[config.mk]
export PLATFORM = sky130hd
export DESIGN_NAME = fdc_regfront
export DESIGN_NICKNAME = d
export VERILOG_FILES = /design/src/rtl/fdc_pkg.sv /design/src/rtl/fdc_latch_bank.sv /design/src/rtl/fdc_unlock_det.sv /design/src/rtl/fdc_enh_regs.sv /design/src/rtl/fdc_regfront.sv
export SDC_FILE = /design/constraint.sdc
export NUM_CORES = 1
export LEC_CHECK = 0
export CAP_MARGIN = 10
export CELL_PAD_IN_SITES_DETAIL_PLACEMENT = 1
export CELL_PAD_IN_SITES_GLOBAL_PLACEMENT = 1
export CORE_ASPECT_RATIO = 0.9
export CORE_MARGIN = 4
export CORE_UTILIZATION = 35
export DETAILED_ROUTE_END_ITERATION = 10
export PLACE_DENSITY = 0.87
export SYNTH_ARGS = -nofsm -noshare
export SYNTH_HDL_FRONTEND = slang
export SYNTH_HIERARCHICAL = 1
export SYNTH_SLANG_ARGS = --single-unit
export TNS_END_PERCENT = 5
[constraint.sdc]
create_clock -name clk -period 5.2 [get_ports clk]
set_clock_uncertainty 0.05 [all_clocks]
set_input_delay 1.04 -clock clk [delete_from_list [all_inputs] [get_ports clk]]
set_output_delay 1.04 -clock clk [all_outputs]
set_load 0.05 [all_outputs]
[src/rtl/fdc_pkg.sv]
package fdc_pkg;
  // register slot indices that the behaviour depends on
  localparam int unsigned IX_PHASE_WR = 4;
  localparam int unsigned IX_MODE_CLR = 6;
  localparam int unsigned IX_MODE_SET = 7;
  localparam int unsigned IX_PHASE_RD = 12;
  localparam int unsigned IX_HSHK     = 15;

  // latch positions
  localparam int unsigned LT_MOTOR = 4;
  localparam int unsigned LT_Q6    = 6;
  localparam int unsigned LT_Q7    = 7;

  localparam int unsigned SEQ_LEN   = 4;
  localparam int unsigned SEQ_W     = $clog2(SEQ_LEN);
  localparam logic [7:0]  SENSE_BIT = 8'h08;
  localparam logic [7:0]  PRESENT_Q = 8'h77;

  typedef enum logic { MAP_LEGACY = 1'b0, MAP_ENH = 1'b1 } map_e;

  function automatic logic [7:0] unlock_byte(input logic [SEQ_W-1:0] pos);
    unlock_byte = (pos == SEQ_W'(1)) ? 8'h17 : 8'h57;
  endfunction
endpackage

[src/rtl/fdc_latch_bank.sv]
module fdc_latch_bank #(
  parameter int unsigned IDX_W = 4,
  localparam int unsigned NL   = 2 ** (IDX_W - 1)
) (
  input  logic             clk,
  input  logic             rst_n,
  input  logic             acc_en,
  input  logic [IDX_W-1:0] idx,
  output logic [NL-1:0]    lat_q,
  output logic [NL-1:0]    lat_nxt
);
  for (genvar g = 0; g < NL; g++) begin : g_lat
    always_comb begin
      lat_nxt[g] = lat_q[g];
      if (acc_en && (idx[IDX_W-1:1] == (IDX_W-1)'(g))) lat_nxt[g] = idx[0];
    end
    always_ff @(posedge clk) begin
      if (!rst_n) lat_q[g] <= 1'b0;
      else        lat_q[g] <= lat_nxt[g];
    end
  end
endmodule

[src/rtl/fdc_unlock_det.sv]
module fdc_unlock_det
  import fdc_pkg::*;
#(
  parameter int unsigned DW = 8
) (
  input  logic          clk,
  input  logic          rst_n,
  input  logic          push,
  input  logic [DW-1:0] val,
  output logic          unlock
);
  logic [SEQ_W-1:0] pos_q;
  logic             hit;

  assign hit    = push && (val[7:0] == unlock_byte(pos_q));
  assign unlock = hit && (pos_q == SEQ_W'(SEQ_LEN - 1));

  always_ff @(posedge clk) begin
    if (!rst_n)      pos_q <= '0;
    else if (unlock) pos_q <= '0;
    else if (hit)    pos_q <= pos_q + SEQ_W'(1);
  end
endmodule

[src/rtl/fdc_enh_regs.sv]
module fdc_enh_regs
  import fdc_pkg::*;
#(
  parameter int unsigned IDX_W = 4,
  parameter int unsigned DW    = 8
) (
  input  logic             clk,
  input  logic             rst_n,
  input  logic             en,
  input  logic             wr,
  input  logic [IDX_W-1:0] idx,
  input  logic [DW-1:0]    wdata,
  output logic [DW-1:0]    mode_q,
  output logic [DW-1:0]    rdata
);
  logic [DW-1:0] phase_q;

  always_ff @(posedge clk) begin
    if (!rst_n) begin
      phase_q <= '0;
      mode_q  <= '0;
    end else if (en && wr) begin
      if (idx == IDX_W'(IX_PHASE_WR)) phase_q <= wdata;
      if (idx == IDX_W'(IX_MODE_CLR)) mode_q  <= mode_q & ~wdata;
      if (idx == IDX_W'(IX_MODE_SET)) mode_q  <= mode_q | wdata;
    end
  end

  always_comb begin
    rdata = '0;
    if (en) begin
      if (idx == IDX_W'(IX_PHASE_RD)) rdata = phase_q;
      if (idx == IDX_W'(IX_HSHK) && phase_q[7:0] == PRESENT_Q) rdata = DW'(SENSE_BIT);
    end
  end
endmodule

[src/rtl/fdc_regfront.sv]
module fdc_regfront
  import fdc_pkg::*;
#(
  parameter int unsigned SHIFT = 9,
  parameter int unsigned IDX_W = 4,
  parameter int unsigned DW    = 8,
  localparam int unsigned AW   = SHIFT + IDX_W,
  localparam int unsigned NL   = 2 ** (IDX_W - 1)
) (
  input  logic          clk,
  input  logic          rst_n,
  input  logic [AW-1:0] bus_addr,
  input  logic          bus_wr,
  input  logic          bus_rd,
  input  logic [DW-1:0] bus_wdata,
  output logic [DW-1:0] bus_rdata,
  output logic          enh_mode,
  output logic [NL-1:0] latch_q,
  output logic [DW-1:0] lg_data,
  output logic [DW-1:0] lg_mode,
  output logic [DW-1:0] ex_mode
);
  map_e             map_q;
  logic [IDX_W-1:0] idx;
  logic [NL-1:0]    lat_nxt;
  logic             legacy, wr_q67, ld_data, ld_mode, unlock;
  logic             unused_low_bits;

  assign idx             = bus_addr[AW-1:SHIFT];
  assign unused_low_bits = ^bus_addr[SHIFT-1:0];
  assign legacy          = (map_q == MAP_LEGACY);
  assign enh_mode        = (map_q == MAP_ENH);

  fdc_latch_bank #(.IDX_W(IDX_W)) u_lat (
    .clk(clk), .rst_n(rst_n), .acc_en(legacy && (bus_wr || bus_rd)),
    .idx(idx), .lat_q(latch_q), .lat_nxt(lat_nxt)
  );

  // routing uses the latch values after this access's own update
  assign wr_q67  = legacy && bus_wr && lat_nxt[LT_Q6] && lat_nxt[LT_Q7];
  assign ld_data = wr_q67 && lat_nxt[LT_MOTOR];
  assign ld_mode = wr_q67 && !lat_nxt[LT_MOTOR];

  always_ff @(posedge clk) begin
    if (!rst_n) begin
      lg_data <= '0;
      lg_mode <= '0;
    end else begin
      if (ld_data) lg_data <= bus_wdata;
      if (ld_mode) lg_mode <= bus_wdata;
    end
  end

  fdc_unlock_det #(.DW(DW)) u_det (
    .clk(clk), .rst_n(rst_n), .push(ld_mode), .val(bus_wdata), .unlock(unlock)
  );

  always_ff @(posedge clk) begin
    if (!rst_n)      map_q <= MAP_LEGACY;
    else if (unlock) map_q <= MAP_ENH;
  end

  fdc_enh_regs #(.IDX_W(IDX_W), .DW(DW)) u_enh (
    .clk(clk), .rst_n(rst_n), .en(enh_mode), .wr(bus_wr), .idx(idx),
    .wdata(bus_wdata), .mode_q(ex_mode), .rdata(bus_rdata)
  );
endmodule

### Word level (Yosys, flattened, before mapping)

Index checks and enable logic that the tools add are counted.

* bits of input ports: 25
* ROM bits: 0
* register bits: 43
* latch bits: 0
* word-level logic and storage cells: 70
* memories kept: 0
* bits in writable memories: 0

* multiply operators: 0
* eq/ne operators: 16
* div/mod/pow operators: 0
* magnitude comparators: 0
* reduce and logical (&&, ||, !) cells: 25
* $add $sub $neg: 1
* bitwise logic cells: 5
* shift-type cells: 0
* multiplexer cells: 9

Operators by type and width (count)
* 8-bit 2-to-1 mux: 5
* 1-bit logical AND: 18
* 3-bit == test (second input constant): 4
* 4-bit by 3-bit == test with 1-bit output (second input constant): 3
* 8-bit bitwise AND: 1
* 4-bit == test (second input constant): 2
* 8-bit by 7-bit == test with 1-bit output (second input constant): 1
* 8-bit == test: 1
* 8-bit NOT: 1
* 8-bit OR: 1
* 7-bit 2-to-1 mux: 1
* 3-bit by 2-bit == test with 1-bit output (second input constant): 2
* 2-bit AND reduction: 2
* 3-bit by 1-bit == test with 1-bit output (second input constant): 1
* 3-bit zero test: 1
* 1-bit 2-to-1 mux: 3
* 2-bit by 1-bit adder with 2-bit output (second input constant): 1
* 2-bit by 1-bit == test with 1-bit output (second input constant): 1
* 2-bit == test (second input constant): 1
* 1-bit NOT: 2
* 2-bit nonzero test: 1
* 2-bit OR reduction: 1
* 1-bit zero test: 1
* 1-bit logical OR: 1

### Longest topological paths before layout

* word-level depth: 10
* gate-level depth with buffers: 9

### Modules after synthesis

The synthesis kept the hierarchy.

Modules (own cells, without submodules)
* fdc_enh_regs: area each 764.5 um2, times used 1, cells each 88, sequential area each 320.3 um2
* fdc_regfront: area each 675.6 um2, times used 1, cells each 68, sequential area each 340.3 um2
* fdc_latch_bank: area each 464.2 um2, times used 1, cells each 42, sequential area each 160.2 um2
* fdc_unlock_det: area each 188.9 um2, times used 1, cells each 20, sequential area each 40.0 um2

### Worst setup path before layout

No wires, ideal clock.

* kind: input to output
* start: in bus_addr[10]
* end: out bus_rdata[3]
* cell stages on the path: 3
* buffers on the path: 1
* arrival time: 2086 ps
* path slack: 2024 ps
* data required time: 4110 ps
* path through: buf_2 nor3_1 a22o_1

* longest elaborated chain between the ends: 4
* elaborated cells between the ends (all ways): 6
* classes of those cells: 2 x eq/ne; 3 x mux; 1 x reduce/logical

Ends and longest elaborated chain
* start: declaration: RTL line fdc_regfront.sv:12 `input logic [AW-1:0] bus_addr,`
* 4-bit == test, on equally long branches: RTL line fdc_enh_regs.sv:32, fdc_enh_regs.sv:33
* 8-bit 2-to-1 mux or 1-bit logical AND (tied branches): RTL line fdc_enh_regs.sv:32, fdc_enh_regs.sv:33
* 8-bit 2-to-1 mux (*): RTL line fdc_enh_regs.sv:33 `if (idx == IDX_W'(IX_HSHK) && phase_q[7:0] == PRESENT_Q) rdata = DW'(SENSE_BIT);`
* 8-bit 2-to-1 mux (*): RTL line fdc_enh_regs.sv:31 `if (en) begin`
* end: declaration: RTL line fdc_regfront.sv:16 `output logic [DW-1:0] bus_rdata,`

Mark *: on every way between the ends. The rest lies on a longest branch, timed or not.

### Worst setup path after layout

* start: in bus_addr[11]
* end: out bus_rdata[3]

The elaborated chain is that of the path after synthesis.

==> out/results.ini <==
[run_status]
outcome=finished clean

[routing]
vias_per_cell=5.086
ant_nets=0
wl_per_cell_um=15.93
vias=1724
drc=0
drt_iter0_drc=47
firstDrtPassIters=4
wirelength_um=5399

[cells_and_area]
layout_commonest_cell=nand2_1
final_cell_mix=nand2_1, clkdlybuf4s50_1, dfxtp_1
final_nets=295
fin_util_pct=48.50
antenna_cells=0
syn_to_final_growth_pct=35.26
layout-drive-gt1-share_pct=7.807

[setup_path]
cpLargestDelayFamily=buffers and inverters
path_max_fanout=10
cp_slowest_stage_delay_ps=790
crit_slowest_cell=clkdlybuf4s50_1
worst-endpoint-required_ps=4110
path_cells=clkdlybuf4s50_1 > nand3_1 > nor3_1 > a22o_1 > clkdlybuf4s50_1
crit_path_start_kind=input pin
cp.arrival_ps=3410
cp_common_cell=clkdlybuf4s50_1
cp-end-kind=output pin
critPathBufInv=2
crit_type=input pin to output pin

[grt]
antenna_found_initial=0
overflow=0
grt_util_all_layers_pct=15.99
grt_pass1_wl_um=8845
grt_max_degree=40
grt_pass1_vias=1866

[synth]
syn_area_sq_um=2029
yosys_warnings=6
avgSynthCellArea_sq_um=9.528
synth_nets=240
netlist_instances=213

[sta]
slew_violations=0
relSlewSlack_pct=43.26
max_freq_ghz=0.2224
fin_crit_sh_pct=86.47
fin_ws_ps=703.4
tightest_slew_ps=847.4
hold_viol=0
setup_violations=0
fin_setup_tns_ps=0
rsz0062_at_grt=false
finalCriticalPeriod_ps=4497

[floorplan]
start_util_pct=35.85
die_area_sq_um=7082
core_area_sq_um=5660
num_io_pins=66
die_x_um=88.27
dieHeight_um=80.24
rows=26

[clock_network]
cts_sinks=43
cts_buffers=5
ctsLongestPathBuffers=2
htreeDepth=2
cts_resized=0
tritoncts=built
cts.clk_slew.worst_paths_ps=80
cts_root_buf=clkbuf_8
cts_setup_buffers=0
cts_hold_buf=0
insertion_delay_ps=300

[power]
powerDensity_nw_per_um2=242.6
finalPower_mw=0.6658
leakage_nw=1.110
ir_drop_v=0.0001598

[job]
max-cap-violations=0

[placement]
dp_hpwl_um=3897
place_congestion=0.7276
port_buffers=56
preCtsSetupSlack_ps=702.4

[hold_path]
hp-class=register to register

[worst paths after layout]
path | startpoint | end | slack [ps] | cells after the start
setup / recovery | bus_addr[11] | bus_rdata[3] | 700 | 5
hold reg to reg | u_lat/lat_q[1]$_SDFF_PN0_ | u_lat/lat_q[1]$_SDFF_PN0_ | 410 | 2
hold / removal | u_lat/lat_q[1]$_SDFF_PN0_ | u_lat/lat_q[1]$_SDFF_PN0_ | 410 | 2
setup reg to reg | enh_mode$_SDFFE_PN0P_ | enh_mode$_SDFFE_PN0P_ | 2640 | 7
[stage by stage]
stage / instances / hold slack (ps) / instance area [sq um]
finish: 339 / 413.5 / 2745
global route: 339 / 445.1 / 2745
CTS: 339 / 420.1 / 2745
detailed placement: 331 / 406.2 / 2628
global placement: 331 / 397.3 / 2628
floorplan: 213 / 392.8 / 2029
[layer usage]
metal / wire length, um / share of wire, % / vias to the layer above / GRT usage [%]
met5: 0 / 0 / - / 0
met3: 269 / 5.0 / 7 / 4.308
met2: 2612 / 48 / 38 / 27.13
met4: 51 / 0.94 / 0 / 4.079
met1: 2466 / 46 / 834 / 19.91
li1: - / - / 845 / -
[power by group]
part,internal [mW],leakage [nW],switching (mW),total (mW)
clock network,0.156,0.0612,0.118,0.274
logic,0.0236,0.702,0.0362,0.0598
registers,0.331,0.347,0.00118,0.332
total,0.510,1.11,0.156,0.666
[layout make-up]
| type | count | area, sq um |
|---|---|---|
| clock inverters | 2 | 35.03 |
| well taps | 70 | 87.58 |
| inverters | 2 | 7.507 |
| repair buffers | 59 | 578.1 |
| fillers | 660 | 2915 |
| flip-flops and latches | 43 | 860.8 |
| clock buffers | 6 | 82.58 |
| multi-input cells | 157 | 1094 |
[worst register-to-register path, stage by stage, from the launching register on]
cell and delay (ps):
dfxtp_1 380, nor2_1 400, and4bb_1 350, mux2_4 340, nor2_4 350, and4b_1 320
and4_2 230, o21a_1 100
No activity file was read; power rests on OpenSTA's default activity.
